==> src/rtl/mac_pause_rx_filter.sv <==
module mac_pause_rx_filter #(
  parameter int          CNT_W     = 16,
  parameter logic [47:0] RSV_DA    = 48'h0180C2000001,
  parameter logic [15:0] CTRL_TYPE = 16'h8808,
  parameter logic [15:0] PAUSE_OP  = 16'h0001
) (
  input  logic             clk,
  input  logic             rst_n,
  input  logic             in_valid,
  input  logic [7:0]       in_data,
  input  logic             in_sof,
  input  logic             in_eof,
  input  logic             in_err,
  input  logic [47:0]      station_addr,
  input  logic             pfc_active,
  output logic             pause_valid,
  output logic             pause_zero,
  output logic             pause_nonzero,
  output logic [15:0]      pause_quanta,
  output logic [CNT_W-1:0] pause_count
);
  localparam logic [4:0]       MIN_LEN = 5'd18;
  localparam logic [CNT_W-1:0] CNT_MAX = '1;
  localparam logic [31:0]      HDR     = {CTRL_TYPE, PAUSE_OP};

  logic        in_frame, da_rsv, da_sta, hdr_ok, err_seen;
  logic [4:0]  idx;
  logic [15:0] qv;

  logic        first, live, done, accept;
  logic [4:0]  b_idx, n_idx;
  logic        n_rsv, n_sta, n_hdr, n_err;
  logic [15:0] n_q;
  logic [47:0] rsv_sh, sta_sh;
  logic [31:0] hdr_sh;

  assign first  = in_valid && in_sof;
  assign live   = in_valid && (in_frame || in_sof);
  assign b_idx  = first ? 5'd0 : idx;
  assign rsv_sh = RSV_DA << (8 * b_idx);
  assign sta_sh = station_addr << (8 * b_idx);
  assign hdr_sh = HDR << (8 * (b_idx - 5'd12));

  always_comb begin
    n_rsv = first ? 1'b1 : da_rsv;
    n_sta = first ? 1'b1 : da_sta;
    n_hdr = first ? 1'b1 : hdr_ok;
    n_err = (first ? 1'b0 : err_seen) | in_err;
    n_q   = qv;
    if (b_idx < 5'd6) begin
      n_rsv = n_rsv && (in_data == rsv_sh[47:40]);
      n_sta = n_sta && (in_data == sta_sh[47:40]);
    end
    if (b_idx >= 5'd12 && b_idx < 5'd16)
      n_hdr = n_hdr && (in_data == hdr_sh[31:24]);
    if (b_idx == 5'd16 || b_idx == 5'd17)
      n_q = {qv[7:0], in_data};
    n_idx = (b_idx == MIN_LEN) ? MIN_LEN : b_idx + 5'd1;
  end

  assign done   = live && in_eof;
  assign accept = done && (n_idx == MIN_LEN) && (n_rsv || n_sta) && n_hdr
                  && !n_err && !pfc_active;

  always_ff @(posedge clk or negedge rst_n) begin
    if (!rst_n) begin
      in_frame <= 1'b0;
      idx      <= '0;
      da_rsv   <= 1'b0;
      da_sta   <= 1'b0;
      hdr_ok   <= 1'b0;
      err_seen <= 1'b0;
      qv       <= '0;
    end else if (live) begin
      in_frame <= !in_eof;
      idx      <= n_idx;
      da_rsv   <= n_rsv;
      da_sta   <= n_sta;
      hdr_ok   <= n_hdr;
      err_seen <= n_err;
      qv       <= n_q;
    end
  end

  always_ff @(posedge clk or negedge rst_n) begin
    if (!rst_n) begin
      pause_valid   <= 1'b0;
      pause_zero    <= 1'b0;
      pause_nonzero <= 1'b0;
      pause_quanta  <= '0;
      pause_count   <= '0;
    end else begin
      pause_valid   <= accept;
      pause_zero    <= accept && (n_q == 16'd0);
      pause_nonzero <= accept && (n_q != 16'd0);
      if (accept) begin
        pause_quanta <= n_q;
        if (pause_count != CNT_MAX) pause_count <= pause_count + 1'b1;
      end
    end
  end

  a_r7_exclusive: assert property (@(posedge clk) disable iff (!rst_n)
    !(pause_zero && pause_nonzero));
  a_r7_class: assert property (@(posedge clk) disable iff (!rst_n)
    pause_valid |-> (pause_zero == (pause_quanta == 16'd0)) && (pause_zero != pause_nonzero));
  a_r8_step: assert property (@(posedge clk) disable iff (!rst_n)
    (pause_valid && $past(pause_count) != CNT_MAX) |-> pause_count == $past(pause_count) + 1'b1);
  a_r8_hold: assert property (@(posedge clk) disable iff (!rst_n)
    !pause_valid |-> $stable(pause_count));
  a_r4_hold: assert property (@(posedge clk) disable iff (!rst_n)
    !pause_valid |-> $stable(pause_quanta));
  a_r5_err_drop: assert property (@(posedge clk) disable iff (!rst_n)
    (in_valid && in_eof && in_err) |=> !pause_valid);
  a_r6_pfc_drop: assert property (@(posedge clk) disable iff (!rst_n)
    (in_valid && in_eof && pfc_active) |=> !pause_valid);
  a_r9_after_eof: assert property (@(posedge clk) disable iff (!rst_n)
    pause_valid |-> $past(in_valid && in_eof));
endmodule

==> config.mk <==
export PLATFORM = sky130hd
export DESIGN_NAME = mac_pause_rx_filter
export DESIGN_NICKNAME = d
export VERILOG_FILES = /design/src/rtl/mac_pause_rx_filter.sv
export SDC_FILE = /design/constraint.sdc
export NUM_CORES = 1
export LEC_CHECK = 0
export BUFFER_PORTS_ARGS = -buffer_cell sky130_fd_sc_hd__buf_2
export CAP_MARGIN = 20
export CELL_PAD_IN_SITES_DETAIL_PLACEMENT = 1
export CELL_PAD_IN_SITES_GLOBAL_PLACEMENT = 1
export CORE_UTILIZATION = 40
export DETAILED_ROUTE_END_ITERATION = 6
export GPL_ROUTABILITY_DRIVEN = 0
export GPL_TIMING_DRIVEN = 0
export HOLD_SLACK_MARGIN = 0.15
export PLACE_DENSITY_LB_ADDON = 0.1
export SETUP_SLACK_MARGIN = 0.3
export SYNTH_ARGS = -nofsm -noshare
export SYNTH_HDL_FRONTEND = slang
export SYNTH_SLANG_ARGS = --single-unit
==> constraint.sdc <==
create_clock -name clk -period 5.2 [get_ports clk]
set_input_delay 1.56 -clock clk [delete_from_list [all_inputs] [get_ports clk]]
set_output_delay 1.56 -clock clk [all_outputs]
set_load 0.03 [all_outputs]
==> results.cfg <==
[status]
status = completed

[logic_synthesis]
synthFlopType = dfrtp_1
synth_edf_count = 0
synth_cells = 420
yosys-top-cells-area = dfrtp_1 39%, mux2_2 5.8%, mux2i_1 5.1%, nand2_1 4.9%, xor2_1 3.4%
synth_top_area_share_pct = 39.1
synth_area_leader_cell = dfrtp_1
synth_area_per_cell_um2 = 9.29
synth_area_um2 = 3900
ys_async_sr_fraction_pct = 100
ys_top_cells_by_count = 61 x dfrtp_1, 51 x nand2_1, 26 x a21oi_1
yosysMostFrequentCell = dfrtp_1
ys_ff_latch = 61
syn_nets = 489
ys_types = 62
synth.yosys.seq_area_share_pct = 39.1
yosysWarnings = 0

[timing]
grt_setup_unrepaired = no
hold_viol_final = 0
fmaxAchievable_mhz = 209
finalClockSkew_ns = 0.0144
fin_crit_sh_pct = 92.2
setup_ws_ns = 0.408
setup_violations = 0
min_period_ns = 4.79
slew_viol_final = 0
slew_headroom_pct = 39.9
worst_pin_slew_ns = 0.878

[clocking]
path_clk_slew_ns = 0.07
hold_buffers = 0
clkSinkCount = 61
clk_latency_ns = 0.33
ctsLongestPathBuffers = 2
htree_levels = 3
tritoncts = yes
cts_inserted_buffers = 9
clock-root-buffer = clkbuf_8

[place]
dpl_worst_slack_ns = -0.0724
dp_hpwl_um = 8870
portBuffers = 93
place_area_um2 = 4610

[routing]
drtPass1Iterations = 4
wl_um = 11900
drt-initial-drc-count = 80
drtAntennaViolNets = 0
drcViolationCount = 0
wl_per_cell_um = 17.9
vias = 3690
via_per_inst = 5.56

[final_layout]
final_cell_area_um2 = 4920
final_layout_size_suffix_gt1_share_pct = 32.5
diodes = 0
syn_to_final_growth_pct = 26.1
fin_nets = 600

[global_routing]
grt_overflow = 0
antenna_found_initial = 0
grt_max_degree = 41
grt_pass1_vias = 3839
grt_pass1_wl_um = 19000
track_usage_pct = 24.1

[setup_path]
worstPathMaxFanout = 10
endpoint_kind = flop
cp-start-kind = input port
crit_required_ns = 5.46
arrival_ns = 5.05
path_class = input port to flop

[die]
start_util_pct = 41.9
io_pins = 98
die_area_um2 = 10200
coreArea_um2 = 9330
die_x_um = 101
row_count = 35
die_y_um = 101

[pwr]
p_leak_nw = 2.44
power_density_nw_per_um2 = 335
vdd_drop_max_mv = 0.177

[hold_path]
hold_path_class = flop to flop

[run]
maxCapViolCount = 0
## metrics by stage
step                cells  hold slack (ns)  utilization (%)  setup TNS [ns]  total power [mW]
floorplan             420            0.457                -               0              1.03
global placement      642            0.462             49.2         -0.0474              1.21
detailed placement    643            0.469             49.5          -0.527              1.23
CTS                   658            0.482             51.4               0              1.64
global route          664            0.510             52.8               0              1.75
finish                664            0.479             52.8               0              1.65
## worst paths after layout
| check | startpoint | to | slack [ns] | depth (start not counted) |
|---|---|---|---|---|
| worst min register to register | pause_quanta[3] | pause_quanta[3] | 0.48 | 2 |
| worst min-delay path | pause_quanta[3] | pause_quanta[3] | 0.48 | 2 |
| min in group asynchronous | rst_n | pause_count[15] | 1.20 | 1 |
| worst max-delay path | in_valid | pause_count[3] | 0.41 | 16 |
| worst max register to register | idx[2] | pause_count[3] | 0.90 | 16 |
| max in group asynchronous | rst_n | qv[5] | 3.38 | 2 |
## worst max-delay path, cell delays in order
cell     delay, ns
buf_8         0.12
nand2_8       0.08
buf_8         0.13
buf_6         0.14
and3_1        0.18
ha_1          0.27
a211o_1       0.29
nor4b_4       0.24
mux2_4        0.32
o41a_1        0.35
or4_4         0.45
a21o_1        0.23
buf_8         0.16
buf_12        0.15
nor3_2        0.23
xnor2_1       0.15
## per-layer routing
metal  track usage (%)  share of wire [%]
met3              3.61                3.6
met1              30.5                 43
met2              42.5                 51
met5                 0                  0
met4              7.25                1.5
## power by group
group,total [mW],internal (mW),switching (mW)
registers,0.567,0.522,0.0454
clock network,0.406,0.218,0.188
logic,0.677,0.278,0.399
total,1.65,1.02,0.632
## layout make-up
type                    count  area, um2
inverters                   6       22.5
repair buffers            100        552
plain buffers              29        224
multi-input cells         324       2260
fillers                  1141       4400
flip-flops and latches     61       1530
well taps                 129        161
clock buffers              11        131
clock inverters             4       50.0
## sequential cells by signal (all words and copies together) (netlist names)
signal,flops
da_rsv,1
pause_nonzero,1
pause_zero,1
hdr_ok,1
pause_count,16
qv,16
in_frame,1
pause_quanta,16
idx,5
pause_valid,1
err_seen,1
da_sta,1
## repair_timing
item                                    in CTS  in global routing
gates resized for setup                      0                 17
endpoints found under the setup margin       5                 30
gates cloned                                 0                  1
pin swaps                                    1                  1
hold endpoints to repair                     0                  0
setup buffers                                0                  4
## logic make-up (layout without fill, tap and decap cells)
| family | count (synthesis) | after routing | share of synthesized area, % |
|---|---|---|---|
| and+or+nand+nor | 156 | 156 | 21.5 |
| buffers and inverters | 35 | 150 | 4.74 |
| muxes | 42 | 42 | 11.5 |
| xor gates and xnor gates | 21 | 21 | 4.71 |
| adders and majority gates | 6 | 6 | 1.92 |
| DFF | 61 | 61 | 39.1 |
| AOI/OAI and AO/OA | 99 | 99 | 16.5 |
## layout by cell type (no fill, tap or decap), drive strengths merged, types with 3 or more instances in the layout
cell,netlist,routed
nor4,13,13
xnor2,6,6
clkbuf,12,24
a21oi,26,26
nand3,21,21
nor3,16,16
nor2,25,25
o31ai,3,3
buf,17,116
xor2,15,15
dfrtp,61,61
or4,3,3
nor2b,3,3
and3,3,3
a22oi,4,4
inv,6,6
nand2,51,51
mux2i,20,20
nand4,7,7
or2,3,3
ha,6,6
mux2,22,22
o21a,3,3
a21boi,3,3
o21ai,31,31
No activity file was read; power rests on OpenSTA's default activity.
